**config.mk**
```make
export PLATFORM = sky130hd
export DESIGN_NAME = lsb_unit
export DESIGN_NICKNAME = d
export VERILOG_FILES = /design/src/rtl/lsb_pkg.sv /design/src/rtl/lsb_size_ctrl.sv /design/src/rtl/lsb_alu.sv /design/src/rtl/lsb_flag_gen.sv /design/src/rtl/lsb_unit.sv
export SDC_FILE = /design/constraint.sdc
export NUM_CORES = 1
export LEC_CHECK = 0
export BUFFER_PORTS_ARGS = -buffer_cell sky130_fd_sc_hd__buf_2
export CORE_MARGIN = 5
export CORE_UTILIZATION = 45
export DETAILED_ROUTE_END_ITERATION = 6
export GPL_TIMING_DRIVEN = 0
export PLACE_DENSITY = 0.72
export SYNTH_ARGS = -nofsm -noshare
export SYNTH_HDL_FRONTEND = slang
export SYNTH_SLANG_ARGS = --single-unit
```
**constraint.sdc**
```tcl
create_clock -name clk -period 4.2 [get_ports clk]
set_input_delay 0.21 -clock clk [delete_from_list [all_inputs] [get_ports clk]]
set_output_delay 0.21 -clock clk [all_outputs]
set_load 0.02 [all_outputs]
```
**src/rtl/lsb_pkg.sv**
```systemverilog
// Package: shared types for the lowest-set-bit unit.
// Holds the operation encoding and the flag bit positions that the unit's
// consumers decode. Assumes a six-entry flag vector.
package lsb_pkg;

    typedef enum logic [1:0] {
        OP_ANDNOT  = 2'd0,
        OP_ISOLATE = 2'd1,
        OP_MASK    = 2'd2,
        OP_CLEAR   = 2'd3
    } lsb_op_e;

    localparam int FLG_CF = 0;
    localparam int FLG_ZF = 1;
    localparam int FLG_SF = 2;
    localparam int FLG_OF = 3;
    localparam int FLG_AF = 4;
    localparam int FLG_PF = 5;
    localparam int FLG_N  = 6;

endpackage

```
**src/rtl/lsb_size_ctrl.sv**
```systemverilog
// Module: lsb_size_ctrl
// Picks the effective operand size, narrows both sources to it and
// detects the illegal-request conditions.
// Assumes NARROW_W < DATA_W.
module lsb_size_ctrl #(
    parameter int DATA_W   = 64,
    parameter int NARROW_W = 32
) (
    input  logic              wide_sel,
    input  logic              long_mode,
    input  logic              vec_len,
    input  logic              legacy_mode,
    input  logic [DATA_W-1:0] src_a,
    input  logic [DATA_W-1:0] src_b,
    output logic              is_wide,
    output logic              fault,
    output logic [DATA_W-1:0] keep_mask,
    output logic [DATA_W-1:0] a_eff,
    output logic [DATA_W-1:0] b_eff
);

    // The width select counts only in long mode.
    always_comb is_wide = long_mode & wide_sel;

    // Either the vector-length bit or a legacy mode makes the request illegal.
    always_comb fault = vec_len | legacy_mode;

    // Each bit of the mask keeps either a low lane or, in wide size, every lane.
    for (genvar i = 0; i < DATA_W; i++) begin : g_keep
        if (i < NARROW_W) begin : g_low
            assign keep_mask[i] = 1'b1;
        end else begin : g_high
            assign keep_mask[i] = is_wide;
        end
    end

    // Both sources are truncated to the effective size.
    always_comb begin
        a_eff = src_a & keep_mask;
        b_eff = src_b & keep_mask;
    end

endmodule

```
**src/rtl/lsb_alu.sv**
```systemverilog
// Module: lsb_alu
// Forms the four results from two's-complement identities on the narrowed
// sources. Assumes the sources are already zero above the effective size.
module lsb_alu #(
    parameter int DATA_W = 64
) (
    input  lsb_pkg::lsb_op_e  op,
    input  logic [DATA_W-1:0] a_eff,
    input  logic [DATA_W-1:0] b_eff,
    input  logic [DATA_W-1:0] keep_mask,
    output logic [DATA_W-1:0] res,
    output logic              src_zero
);
    import lsb_pkg::*;

    logic [DATA_W-1:0] a_neg;
    logic [DATA_W-1:0] a_dec;
    logic [DATA_W-1:0] raw;

    // Negation and decrement are the shared arithmetic terms.
    always_comb begin
        a_neg = '0 - a_eff;
        a_dec = a_eff - 1'b1;
    end

    // The zero test on the first source drives the carry rules.
    always_comb src_zero = (a_eff == '0);

    // Selects the identity for the requested operation.
    always_comb begin
        unique case (op)
            OP_ANDNOT:  raw = ~a_eff & b_eff;
            OP_ISOLATE: raw = a_neg & a_eff;
            OP_MASK:    raw = a_dec ^ a_eff;
            OP_CLEAR:   raw = a_dec & a_eff;
            default:    raw = '0;
        endcase
    end

    // Bits above the effective size are cleared.
    always_comb res = raw & keep_mask;

endmodule

```
**src/rtl/lsb_flag_gen.sv**
```systemverilog
// Module: lsb_flag_gen
// Derives the six-bit flag vector from the result and the source-zero test.
// Assumes res is already zero above the effective size.
module lsb_flag_gen #(
    parameter int DATA_W   = 64,
    parameter int NARROW_W = 32
) (
    input  lsb_pkg::lsb_op_e          op,
    input  logic [DATA_W-1:0]         res,
    input  logic                      src_zero,
    input  logic                      is_wide,
    output logic [lsb_pkg::FLG_N-1:0] flg
);
    import lsb_pkg::*;

    logic carry;
    logic zero;
    logic sign;

    // The carry rule depends on the operation.
    always_comb begin
        unique case (op)
            OP_ANDNOT:  carry = 1'b0;
            OP_ISOLATE: carry = ~src_zero;
            OP_MASK:    carry = src_zero;
            OP_CLEAR:   carry = src_zero;
            default:    carry = 1'b0;
        endcase
    end

    // The mask operation always clears ZF; the others test the result.
    always_comb zero = (op == OP_MASK) ? 1'b0 : (res == '0);

    // The sign comes from the top bit of the effective size.
    always_comb sign = is_wide ? res[DATA_W-1] : res[NARROW_W-1];

    // OF is cleared; AF and PF are driven to zero deterministically.
    always_comb begin
        flg         = '0;
        flg[FLG_CF] = carry;
        flg[FLG_ZF] = zero;
        flg[FLG_SF] = sign;
    end

endmodule

```
**src/rtl/lsb_unit.sv**
```systemverilog
// Module: lsb_unit (top)
// Computes and-not, lowest-bit isolate, lowest-bit mask or lowest-bit
// clear, and registers the result, flags, flag write mask and fault one
// cycle after in_valid. Assumes one request per cycle at most and
// NARROW_W < DATA_W.
module lsb_unit #(
    parameter int DATA_W   = 64,
    parameter int NARROW_W = 32
) (
    input  logic              clk,
    input  logic              rst_n,
    input  logic              in_valid,
    input  logic [1:0]        op_sel,
    input  logic [DATA_W-1:0] src_a,
    input  logic [DATA_W-1:0] src_b,
    input  logic              wide_sel,
    input  logic              long_mode,
    input  logic              vec_len,
    input  logic              legacy_mode,
    output logic              out_valid,
    output logic [DATA_W-1:0] result,
    output logic [5:0]        flags,
    output logic [5:0]        flag_wr_mask,
    output logic              ud_fault
);
    import lsb_pkg::*;

    localparam int NF = FLG_N;

    lsb_op_e           op;
    logic              is_wide;
    logic              fault;
    logic [DATA_W-1:0] keep_mask;
    logic [DATA_W-1:0] a_eff;
    logic [DATA_W-1:0] b_eff;
    logic [DATA_W-1:0] res;
    logic              src_zero;
    logic [NF-1:0]     flg;

    // The operation select is decoded into the shared encoding.
    always_comb op = lsb_op_e'(op_sel);

    lsb_size_ctrl #(.DATA_W(DATA_W), .NARROW_W(NARROW_W)) i_size (
        .wide_sel   (wide_sel),
        .long_mode  (long_mode),
        .vec_len    (vec_len),
        .legacy_mode(legacy_mode),
        .src_a      (src_a),
        .src_b      (src_b),
        .is_wide    (is_wide),
        .fault      (fault),
        .keep_mask  (keep_mask),
        .a_eff      (a_eff),
        .b_eff      (b_eff)
    );

    lsb_alu #(.DATA_W(DATA_W)) i_alu (
        .op       (op),
        .a_eff    (a_eff),
        .b_eff    (b_eff),
        .keep_mask(keep_mask),
        .res      (res),
        .src_zero (src_zero)
    );

    lsb_flag_gen #(.DATA_W(DATA_W), .NARROW_W(NARROW_W)) i_flags (
        .op      (op),
        .res     (res),
        .src_zero(src_zero),
        .is_wide (is_wide),
        .flg     (flg)
    );

    // The output stage captures one response per request and suppresses it on a fault.
    always_ff @(posedge clk) begin
        if (!rst_n) begin
            out_valid    <= 1'b0;
            result       <= '0;
            flags        <= '0;
            flag_wr_mask <= '0;
            ud_fault     <= 1'b0;
        end else begin
            out_valid <= in_valid;
            if (in_valid) begin
                ud_fault     <= fault;
                result       <= fault ? '0 : res;
                flags        <= fault ? '0 : flg;
                flag_wr_mask <= fault ? '0 : {NF{1'b1}};
            end
        end
    end

endmodule

```
### Yosys cells after proc, flatten, opt, wreduce, memory -nomap -nowiden

Cells that the tools add are included.

* word-level logic and storage cells: 32
* input bits: 137
* register bits: 78

* add/subtract/negate cells: 2
* bitwise gates (word level): 11
* equal/unequal tests: 3
* reductions and logical operators: 4
* mux-type cells: 7

Operator list (number)
* $and 64x64->64: 6
* $pmux 64 s4: 1
* $logic_not 64->1: 2
* $mux 64: 1
* $not 64->64: 1
* $sub 1x64->64 const A: 1
* $sub 64x1->64 const B: 1
* $xor 64x64->64: 1
* $mux 6: 1
* $eq 2x2->1 const B: 2
* $mux 3: 1
* $pmux 1 s3: 1
* $eq 2x1->1 const B: 1
* $logic_not 2->1: 1
* $mux 1: 2
* $reduce_or 2->1: 1
* $and 1x1->1: 1
* $not 1->1: 1
* $or 1x1->1: 1

### Depth between registers and ports, before layout

Gate-level depths: netlist of the first run.

* depth after elaboration: 9
* mapped depth: 14

### Hierarchy

A second synthesis of the first run with hierarchy kept.

* cell total of the unflattened synthesis: 1118
* area total of the unflattened synthesis: 8091.5 um2

By module, submodules not included
* lsb_alu: cells each 548, instances 1, area an instance 3394.5 um2
* lsb_unit: cells each 326, instances 1, area an instance 2942.8 um2
* lsb_size_ctrl: cells each 209, instances 1, area an instance 1516.5 um2
* lsb_flag_gen: cells each 35, instances 1, area an instance 237.7 um2

### Worst setup path after synthesis of the first run

Ideal clock, no wire load.

* path kind: input-to-reg
* start point: input src_a[1]
* end point: register flags[1]
* required time: 4.127 ns
* stages: 14
* buffers on the path: 2
* path slack: 1.266 ns
* setup time: 0.073 ns
* data arrival time: 2.860 ns
* path through: clkbuf_1 > inv_1 > ha_1 > nor3b_2 > and4_1 > clkbuf_1 > nand2_1 > o221ai_1 > or4_1 > nor4_1 > nand4_1 > nor4_1 > nand4_1 > o22ai_2

* cells in the longest elaborated chain, start to end: 8
* elaborated cells between the ends (all ways): 13

Ends and longest elaborated chain
* from (decl): line lsb_unit.sv:14 `input logic [DATA_W-1:0] src_a,`
* $and 64x64->64 (*): line lsb_size_ctrl.sv:39 `a_eff = src_a & keep_mask;`
* $sub 64x1->64, or another cell as far along: line lsb_alu.sv:23 `a_dec = a_eff - 1'b1;`
* $and 64x64->64, or another cell as far along: line lsb_alu.sv:35 `OP_CLEAR: raw = a_dec & a_eff;`
* $pmux 64 s4 (*): line lsb_alu.sv:31 `unique case (op)`
* $and 64x64->64 (*): line lsb_alu.sv:41 `always_comb res = raw & keep_mask;`
* $logic_not 64->1 (*): line lsb_flag_gen.sv:32 `always_comb zero = (op == OP_MASK) ? 1'b0 : (res == '0);`
* $mux 1 (*): line lsb_flag_gen.sv:32
* $mux 3 (*): line lsb_unit.sv:87 `flags <= fault ? '0 : flg;`
* to (signal assigned): line lsb_unit.sv:87
* to (decl): line lsb_unit.sv:22 `output logic [5:0] flags,`

Mark *: on every way between the ends. The rest lies on a longest branch, timed or not.
A chain may end at the register's enable or synchronous reset.

### Worst setup path after layout of the first run

* start point: input op_sel[0]
* end point: register flags[1]

* cells in the longest elaborated chain, start to end: 6
* elaborated cells between the ends (all ways): 9

Ends and longest elaborated chain
* from (decl): line lsb_unit.sv:13 `input logic [1:0] op_sel,`
* $eq 2x2->1, or another cell as far along: line lsb_alu.sv:31
* $pmux 64 s4: line lsb_alu.sv:31
* $and 64x64->64: line lsb_alu.sv:41
* $logic_not 64->1: line lsb_flag_gen.sv:32
* $mux 1 (*): line lsb_flag_gen.sv:32
* $mux 3 (*): line lsb_unit.sv:87

Marks and branches as above.

==> flow_summary_export.csv, run 1 <==
group,metric,value,unit
placement,dpl_worst_slack,-0.00681,ns
global_routing,overflow,0,
min_path,hold_class,"in -> reg",
global_routing,grt_max_degree,13,
timing,tightest_slew,1.09,ns
timing,setup_tns,0,ns
synth,synth.area.top_cells,"dfxtp_1 (21%), nand2_1 (5.6%), nor2_1 (4.9%)",
setup_path,required,4.47,ns
die,die_w,131,um
global_routing,grtUsageTotal,37.5,%
synth,synth-async-reset-ratio,0,%
setup_path,cp_num_buf_inv,5,
clocking,clk_pin_slew,0.06,ns
timing,rsz0062_at_grt,"no",
die,die_area,0.0171,mm^2
timing,slew_viol_final,0,
timing,period_needed,3.76,ns
setup_path,crit_top_cell,"clkbuf_1",
global_routing,grt_pass1_vias,8346,
synth,synthFlopType,"dfxtp_1",
synth,synth_top_cell_by_area,"dfxtp_1",
setup_path,worstReg2RegStart,"result[32]$_SDFFE_PN0P_",
synth,yosysWarnings,0,
route,wl_per_cell,24.6,um
setup_path,critPathCaptureType,"flop",
synth,yosysTopAreaCellShare,21.4,%
setup_path,path_delay_family,"buffers and inverters",
timing,timing.slew.headroom,27.0,%
clocking,cts_max_level,3,
synth,synth_edf_count,0,
synth,synth_area,0.00655,mm^2
placement,portBuffers,202,
finish,fillerInstances,1481,
die,rows,44,
die,io_pins,215,
timing,post-route-period-util,89.5,%
timing,whs,0.159,ns
timing,hold_violations,0,
timing,fin_skew,0,ns
route,drc,0,
route,vias,8858,
finish,seqCellArea,0.00140,mm^2
status,status,"complete, no violations",
clocking,cts_tree,"done",
clocking,cts.sinks,70,
setup_path,cp_max_fo,10,
clocking,cts_buffers,9,
finish,area_delta_synth_final,24.4,%
min_path,hp-start,"in_valid",
synth,seq_area_frac_synth,21.4,%
finish,multiInputGateArea,0.00476,mm^2
route,drt_first_pass_iters,6,
setup_path,critical_path.cell_chain,"clkbuf_1 -> clkbuf_1 -> clkbuf_1 -> clkbuf_1 -> buf_1 -> o22ai_1 -> nor4b_1 -> nand4_1 -> nor4_1 -> nand4_1 -> o22ai_2",
die,die_y,131,um
clocking,clockBufferDepth,2,
placement,dp_hpwl,25.7,mm
synth,synthDistinctLibCells,81,
die,core,0.0144,mm^2
power,p_per_area,249,mW/mm^2
finish,final_cell_mix,"buf_2 (205), nand2_1 (97), nor2_1 (86)",
power,power_leakage,3.18,nW
route,vias_per_cell,6.59,
finish,post-route-util,56.5,%
setup_path,startpoint_type,"input port",
route,ant_nets,0,
global_routing,grt_pass1_wl,48.3,mm
route,wirelength,33.0,mm
global_routing,antenna_found_initial,0,
finish,mostFrequentLayoutCell,"buf_2",
clocking,clockRootBuffer,"clkbuf_16",
timing,fmax,0.266,GHz
placement,globalplace.congestion,1.03,
synth,synth_seq_cells,70,
synth,syn_avg_cell_area,6.99,um^2
setup_path,slowest_stage,"clkbuf_1",
clocking,worstSkewPairLatency,0.33,ns
die,start_util,45.4,%
power,vdd_drop_max,230,uV
setup_path,worstSetupPathType,"in -> reg",
setup_path,startpoint,"op_sel[0]",
timing,worst_slack,0.439,ns
run,cap_viol_max_count,0,
setup_path,max_stage_delay,0.61,ns
timing,setup_violations,0,
setup_path,worstPathArrival,4.03,ns
finish,nets,1292,
synth,syn_inst,938,
route,initialDrtViolationCount,1110,
finish,layout-drive-gt1-share,22.9,%
## metal layers
layer	share of wire (%)	up-vias	GRT usage (%)
met5	0	-	0
met1	39	4149	49.1
met2	44	641	58.0
met3	11	117	6.46
met4	6.5	0	21.7
li1	-	3951	-
## path summary, 6_finish.rpt
path	endpoint	cells past startpoint	slack, ns
setup / recovery	flags[1]$_SDFFE_PN0P_	11	0.44
setup reg to reg	result[32]$_SDFFE_PN0P_	2	3.39
hold / removal	flags[1]$_SDFFE_PN0P_	2	0.16
hold reg to reg	result[59]$_SDFFE_PN0P_	2	0.47
## through the flow
step                total power, mW  instances  instance area, um^2
finish                         2.03       1344                 8160
CTS                            2.01       1342                 8140
floorplan                     0.954        940                 6560
detailed placement             1.18       1326                 7800
global placement               1.18       1326                 7800
global route                   2.09       1342                 8150
## report_power, final
group / leakage (nW) / internal [mW] / switching, mW
combinational: 2.45 / 0.168 / 0.346
clock: 0.162 / 0.552 / 0.284
sequential: 0.565 / 0.673 / 0.00491
total: 3.18 / 1.39 / 0.635
## flip-flops by register name (all words and copies together), names as in the netlist
name,cells
flag_wr_mask,1
flags,3
out_valid,1
result,64
ud_fault,1
## synth_stat cells, types with 4 or more instances
cell / number
mux2i_1: 12
a211oi_1: 8
nor3_1: 33
a41oi_1: 7
nand2_1: 97
and2_1: 23
or2_2: 7
nor2_1: 86
a21oi_1: 64
a311o_1: 5
a21o_1: 6
a31o_2: 5
o31ai_1: 6
o21a_1: 4
a22o_1: 4
nand4_1: 23
or3_1: 12
dfxtp_1: 70
o211ai_1: 20
nand3_1: 30
or4_1: 12
nand2b_1: 7
a41o_1: 4
a311oi_1: 5
and4_1: 5
nor2b_1: 51
nor3b_1: 22
nor4_2: 5
o221ai_1: 4
nand3b_1: 10
and3_1: 11
inv_1: 17
o21ai_0: 34
o22ai_1: 6
nor4_1: 29
clkbuf_1: 62
a31oi_1: 14
mux2_2: 6
o2bb2ai_1: 12
buf_4: 8
a21boi_0: 6
a22oi_1: 26
buf_1: 9
## layout make-up
class / count / share of cell area [%]
clock inverter: 5 / 0.997
inverter: 18 / 0.828
clock buffer: 11 / 3.10
sequential: 70 / 17.2
buffer: 82 / 4.19
timing repair buffer: 202 / 12.4
antenna: 2 / 0.0614
tap: 184 / 2.82
multi-input combinational: 770 / 58.4
## cells by family (layout without fill, tap and decap cells)
| group | after synthesis | count (layout) | share of synthesized area [%] |
|---|---|---|---|
| multiplexers | 19 | 19 | 3.21 |
| other | 1 | 5 | 0.0572 |
| AO/OA/AOI/OAI | 268 | 268 | 28.5 |
| buffers and inverters | 100 | 318 | 6.24 |
| XOR/XNOR | 2 | 2 | 0.267 |
| AND/OR/NAND/NOR | 476 | 476 | 40.0 |
| flip-flops | 70 | 70 | 21.4 |
| adder cells (fa/ha/maj) | 2 | 2 | 0.382 |
## worst reg2reg max path, delay by kind of cell, from the launching register on
family	cells	cell delay, ns
compound gates	1	0.23
flops	1	0.34
simple gates	1	0.14
## what timing repair did
action	4_1_cts	5_1_grt
resized for setup	0	1
setup buffers	0	0
hold buffers	0	0
setup endpoints to repair	0	1
Note: power is estimated with default switching activity, not from simulation.
==> run 2: changes to the inputs <==
--- a/config.mk
+++ b/config.mk
@@ -5,7 +5,7 @@
 export SDC_FILE = /design/constraint.sdc
 export NUM_CORES = 1
 export LEC_CHECK = 0
-export BUFFER_PORTS_ARGS = -buffer_cell sky130_fd_sc_hd__buf_2
+export BUFFER_PORTS_ARGS = -buffer_cell sky130_fd_sc_hd__clkbuf_2
 export CORE_MARGIN = 5
 export CORE_UTILIZATION = 45
 export DETAILED_ROUTE_END_ITERATION = 6
==> run 2 against run 1 <==
Against the previous run:
- clock power down 12%
- clock-buffer cell count up 3
- power down 4.8%
- critical endpoint unchanged
==> flow_summary_export.csv, run 2 (synthesized netlist as in run 1, its figures left out) <==
group,metric,value,unit
global_routing,grt_pass1_wl,48.4,mm
min_path,hold_class,"in -> reg",
finish,reg_top3,"result x64, flags x3",
route,wirelength,33.3,mm
timing,rsz0062_at_grt,"no",
clocking,hold_buffers,0,
global_routing,antenna_found_initial,0,
setup_path,critPathCaptureType,"flop",
setup_path,required,4.46,ns
setup_path,worstReg2RegStart,"result[32]$_SDFFE_PN0P_",
setup_path,startpoint_type,"input port",
placement,dp_hpwl,26.4,mm
clocking,clockBufferDepth,2,
timing,fmax,0.253,GHz
die,die_area,0.0171,mm^2
timing,whs,0.179,ns
timing,fin_skew,0,ns
power,vdd_drop_max,266,uV
min_path,hold_end,"flags[1]$_SDFFE_PN0P_",
global_routing,grt_pass1_vias,8104,
route,vias_per_cell,6.50,
route,drt_first_pass_iters,5,
timing,tightest_slew,1.35,ns
setup_path,max_stage_delay,0.64,ns
timing,timing.slew.headroom,8.99,%
power,p_per_area,239,mW/mm^2
finish,layout-drive-gt1-share,22.3,%
finish,nets,1292,
clocking,cts.sinks,70,
finish,largest_reg_flops,64,
setup_path,r2r_cells,2,
timing,period_needed,3.95,ns
clocking,clk_pin_slew,0.05,ns
clocking,cts_resized,0,
clocking,cts_setup_buffers,0,
timing,slew_viol_final,0,
setup_path,r2r_end,"result[32]$_SDFFE_PN0P_",
die,core,0.0144,mm^2
timing,setup_violations,0,
setup_path,crit_top_cell,"clkbuf_1",
clocking,cts_buffers,9,
finish,mostFrequentLayoutCell,"clkbuf_2",
setup_path,path_delay_family,"buffers and inverters",
die,die_y,131,um
setup_path,cp_max_fo,10,
setup_path,worstSetupPathType,"in -> reg",
placement,globalplace.congestion,1.06,
die,io_pins,215,
global_routing,grt_max_degree,11,
global_routing,overflow,0,
min_path,hp-start,"in_valid",
setup_path,critical_path.cell_chain,"clkbuf_1 -> clkbuf_1 -> clkbuf_1 -> clkbuf_1 -> buf_1 -> mux2i_1 -> o211ai_1 -> nand4_1 -> nor4_1 -> nand4_1 -> o22ai_2",
die,rows,44,
route,wl_per_cell,24.8,um
timing,post-route-period-util,94.0,%
setup_path,cp_num_buf_inv,5,
finish,final_cell_mix,"clkbuf_2 (202), nand2_1 (97), nor2_1 (86)",
route,vias,8710,
clocking,worstSkewPairLatency,0.33,ns
clocking,cts_max_level,3,
timing,hold_violations,0,
timing,setup_tns,0,ns
run,cap_viol_max_count,0,
power,power_leakage,3.11,nW
die,start_util,45.4,%
placement,portBuffers,202,
finish,post-route-util,56.1,%
route,drc,0,
setup_path,slowest_stage,"clkbuf_1",
setup_path,worstPathArrival,4.21,ns
finish,area_delta_synth_final,23.4,%
finish,largest_register,"result",
clocking,clockRootBuffer,"clkbuf_16",
setup_path,rrSetupSlack,3.40,ns
route,initialDrtViolationCount,1002,
die,die_w,131,um
route,ant_nets,0,
clocking,cts_tree,"done",
finish,diodes,0,
global_routing,grtUsageTotal,37.7,%
min_path,whs_path_depth,2,
status,status,"complete, no violations",
## run 2: power breakdown
| part | leakage (nW) | total (mW) | internal [mW] | switching [mW] |
|---|---|---|---|---|
| Clock | 0.137 | 0.739 | 0.473 | 0.266 |
| Combinational | 2.41 | 0.513 | 0.167 | 0.345 |
| Sequential | 0.565 | 0.678 | 0.673 | 0.00509 |
| Total | 3.11 | 1.93 | 1.31 | 0.616 |
## run 2: worst max path at each step
| stage | startpoint | end | slack [ns] | depth (start not counted) |
|---|---|---|---|---|
| after floorplan | src_a[1] | flags[1]$_SDFFE_PN0P_ | 1.27 | 14 |
| after global placement | src_a[41] | flags[1]$_SDFFE_PN0P_ | 0.11 | 11 |
| after detailed placement | op_sel[0] | flags[1]$_SDFFE_PN0P_ | 0.10 | 11 |
| after CTS | op_sel[0] | flags[1]$_SDFFE_PN0P_ | 0.43 | 11 |
| after global routing | src_a[1] | flags[1]$_SDFFE_PN0P_ | 0.15 | 14 |
| final | op_sel[0] | flags[1]$_SDFFE_PN0P_ | 0.25 | 11 |
## run 2: stage by stage
step	power [mW]	cells	cell area, um^2	setup WS (ns)
5_1_grt	2.00	1341	8090	0.146
2_1_floorplan	0.954	940	6560	1.27
6_report	1.93	1341	8090	0.252
4_1_cts	1.91	1341	8090	0.434
3_5_place_dp	1.18	1326	7800	0.100
3_3_place_gp	1.19	1326	7800	0.110
## run 2: area by class of cell
class | count | area [um^2]
Timing Repair Buffer | 202 | 1010
Multi-Input combinational cell | 770 | 4750
Tap cell | 184 | 230
Clock inverter | 1 | 30.0
Sequential cell | 70 | 1400
Inverter | 18 | 67.6
Buffer | 82 | 342
Clock buffer | 14 | 254
Fill cell | 1480 | 6340
## run 2: worst register-to-register path, stage by stage (launching register included)
cell,delay [ns]
dfxtp_1,0.33
a22o_1,0.22
and2_1,0.14
## run 2: per-layer routing
metal,part of all wire [%],vias to the layer above,GRT usage [%]
li1,-,3958,-
met1,39,4069,48.6
met2,44,576,59.2
met3,10,107,7.93
met4,6.3,0,20.1
met5,0,-,0
==> run 3: changes to the inputs <==
--- a/config.mk
+++ b/config.mk
@@ -7,10 +7,10 @@
 export LEC_CHECK = 0
 export BUFFER_PORTS_ARGS = -buffer_cell sky130_fd_sc_hd__clkbuf_2
 export CORE_MARGIN = 5
-export CORE_UTILIZATION = 45
+export CORE_UTILIZATION = 56
 export DETAILED_ROUTE_END_ITERATION = 6
 export GPL_TIMING_DRIVEN = 0
-export PLACE_DENSITY = 0.72
+export PLACE_DENSITY = 0.87
 export SYNTH_ARGS = -nofsm -noshare
 export SYNTH_HDL_FRONTEND = slang
 export SYNTH_SLANG_ARGS = --single-unit
==> constraint.sdc (replaced) <==
create_clock -name clk -period 4.7 [get_ports clk]
set_input_delay 0.235 -clock clk [delete_from_list [all_inputs] [get_ports clk]]
set_output_delay 0.235 -clock clk [all_outputs]
set_load 0.02 [all_outputs]
==> run 3 against run 2 <==
Against the previous run:
- the run now ends with design-rule violations, max-capacitance violations left
- sequential share of layout area about the same
- global-route usage up 7.6 points
- non-clock buffer count unchanged
- clock-buffer cell count down 2
- register-to-register slack better by 0.47 ns
- via count up 6.9%
- setup slack better by 0.13 ns
- sequential cell count unchanged
- hold slack better by 0.062 ns
- sequential power down 11%
- largest power group unchanged
- die area down 18%
- routed wire length up 1.6%
==> flow_summary_export.csv, run 3 (synthesized netlist as in run 1, its figures left out) <==
group,metric,value,unit
status,status,"complete, but fails checks",
status,violations,"design-rule violations, max-capacitance violations",
global_routing,busiest_layer,"met2",
global_routing,antenna_found_initial,0,
route,ant_nets,0,
finish,fin_area,0.00808,mm^2
timing,period_needed,4.32,ns
clocking,clockRootBuffer,"clkbuf_16",
timing,tightest_slew,1.45,ns
route,drc,3,
finish,largest_register,"result",
setup_path,r2r_end,"flag_wr_mask[4]$_SDFFE_PN0P_",
die,die_y,118,um
finish,area_delta_synth_final,23.3,%
timing,fin_skew,0,ns
timing,timing.slew.headroom,0.524,%
finish,reg_top3,"result x64, flags x3",
setup_path,critical_path.cell_chain,"clkbuf_1 -> inv_1 -> ha_1 -> nor3b_2 -> nand4_1 -> buf_2 -> nor2_1 -> a31oi_1 -> a2111oi_0 -> a2111oi_0 -> nand4_1 -> nor4_1 -> nand4_1 -> o22ai_2",
global_routing,overflow,0,
global_routing,use_met1,55.0,%
setup_path,path_delay_family,"simple AND/OR/NAND/NOR gates",
clocking,cts_tree,"done",
route,drt_first_pass_iters,7,
power,switching_share,32.0,%
die,die_w,118,um
placement,portBuffers,202,
die,start_util,57.2,%
finish,diodes,0,
timing,hold_violations,0,
timing,slew_viol_final,0,
setup_path,worstSetupPathType,"in -> reg",
setup_path,cp_num_buf_inv,3,
min_path,hold_class,"in -> reg",
setup_path,critPathCaptureType,"flop",
power,p_per_area,224,mW/mm^2
route,wl_per_cell,26.0,um
run,cap_viol_max_count,1,
placement,globalplace.congestion,1.10,
die,die_area,0.0140,mm^2
min_path,hold_end,"out_valid$_SDFF_PN0_",
setup_path,worstPathArrival,4.54,ns
global_routing,use_met2,68.4,%
die,io_pins,215,
power,power_frac_comb,25.8,%
finish,mostFrequentLayoutCell,"clkbuf_2",
power,p_switching,0.579,mW
power,power_leakage,3.13,nW
placement,placed_area,0.00775,mm^2
global_routing,grt_max_degree,12,
setup_path,startpoint_type,"input port",
global_routing,grt_pass1_wl,50.1,mm
setup_path,cp_max_fo,10,
global_routing,met3_usage,12.8,%
route,vias_per_cell,7.16,
clocking,hold_buffers,0,
placement,dp_hpwl,24.9,mm
finish,largest_reg_flops,64,
setup_path,worstReg2RegStart,"flag_wr_mask[4]$_SDFFE_PN0P_",
placement,numPlacedInstances,1285,
finish,layout-drive-gt1-share,22.7,%
clocking,cts_buffers,9,
power,sequentialPowerShare,33.5,%
setup_path,crit_top_cell,"nand4_1",
clocking,cts_setup_buffers,0,
global_routing,grt_pass1_vias,8649,
setup_path,r2r_cells,2,
timing,rsz0062_at_grt,"no",
die,core,0.0115,mm^2
die,rows,39,
timing,fmax,0.231,GHz
placement,dpl_worst_slack,0.477,ns
clocking,clockBufferDepth,2,
power,power.internal,1.23,mW
route,initialDrtViolationCount,1642,
setup_path,required,4.92,ns
route,wirelength,33.8,mm
finish,fillerInstances,959,
global_routing,grtUsageTotal,45.3,%
timing,post-route-period-util,92.0,%
timing,worst_slack,0.378,ns
setup_path,rrSetupSlack,3.87,ns
route,vias,9313,
min_path,hp-start,"in_valid",
setup_path,max_stage_delay,1.16,ns
clocking,cts_max_level,3,
timing,setup_tns,0,ns
timing,setup_violations,0,
clocking,clk_pin_slew,0.06,ns
finish,final_cell_mix,"clkbuf_2 (202), nand2_1 (97), nor2_1 (86)",
clocking,cts_resized,0,
power,clkPwrFrac,40.6,%
clocking,cts.sinks,70,
clocking,worstSkewPairLatency,0.33,ns
setup_path,slowest_stage,"a2111oi_0",
finish,nets,1292,
min_path,whs_path_depth,2,
power,vdd_drop_max,310,uV
finish,final_cells,1301,
timing,whs,0.241,ns
run 3: cell types whose count changed in the layout (fill, tap and decap cells not counted):
cell       before  now
clkbuf_1       66   64
nor4_2          5    7
nor4_1         29   27
bufinv_16       1    2
clkinv_2        0    2
run 3: worst register-to-register path: stages, from the launching register on:
cell and delay [ns]:
dfxtp_1 0.47, a21oi_1 0.15, nor2b_1 0.14
run 3: metrics by stage:
step           power (mW)  util [%]
6_report             1.81      70.5
5_1_grt              1.85      70.5
4_1_cts              1.77      70.4
3_3_place_gp         1.05      67.6
3_5_place_dp         1.05      67.6
2_1_floorplan       0.853         -
run 3: power by group through the flow:
| stage | logic, mW | clock network (mW) | registers (mW) |
|---|---|---|---|
| after floorplan | 0.226 | 0 | 0.626 |
| after global placement | 0.429 | 0 | 0.618 |
| after detailed placement | 0.433 | 0 | 0.618 |
| after CTS | 0.439 | 0.727 | 0.606 |
| after global routing | 0.484 | 0.757 | 0.606 |
| final | 0.467 | 0.734 | 0.606 |
run 3: how the worst max path moves through the flow:
| stage | startpoint | end | cells after the start |
|---|---|---|---|
| 2_1_floorplan | src_a[1] | flags[1]$_SDFFE_PN0P_ | 14 |
| 3_3_place_gp | src_a[1] | flags[1]$_SDFFE_PN0P_ | 14 |
| 3_5_place_dp | src_a[1] | flags[1]$_SDFFE_PN0P_ | 14 |
| 4_1_cts | src_a[1] | flags[1]$_SDFFE_PN0P_ | 14 |
| 5_1_grt | src_a[1] | flags[1]$_SDFFE_PN0P_ | 14 |
| 6_report | src_a[1] | flags[1]$_SDFFE_PN0P_ | 14 |
run 3: final cells by class:
type / count / area [um^2] / share of cell area, %
multi-input cells: 770 / 4760 / 59.0
flip-flops and latches: 70 / 1400 / 17.3
repair buffers: 202 / 1010 / 12.5
plain buffers: 82 / 342 / 4.23
clock buffers: 12 / 246 / 3.05
well taps: 143 / 179 / 2.21
clock inverters: 4 / 70.1 / 0.867
inverters: 18 / 67.6 / 0.836
run 3: layer usage:
metal | part of all wire (%) | wire [um]
met4 | 9.2 | 3100
met5 | 0 | 0
met2 | 42 | 14300
met3 | 14 | 4780
met1 | 34 | 11600
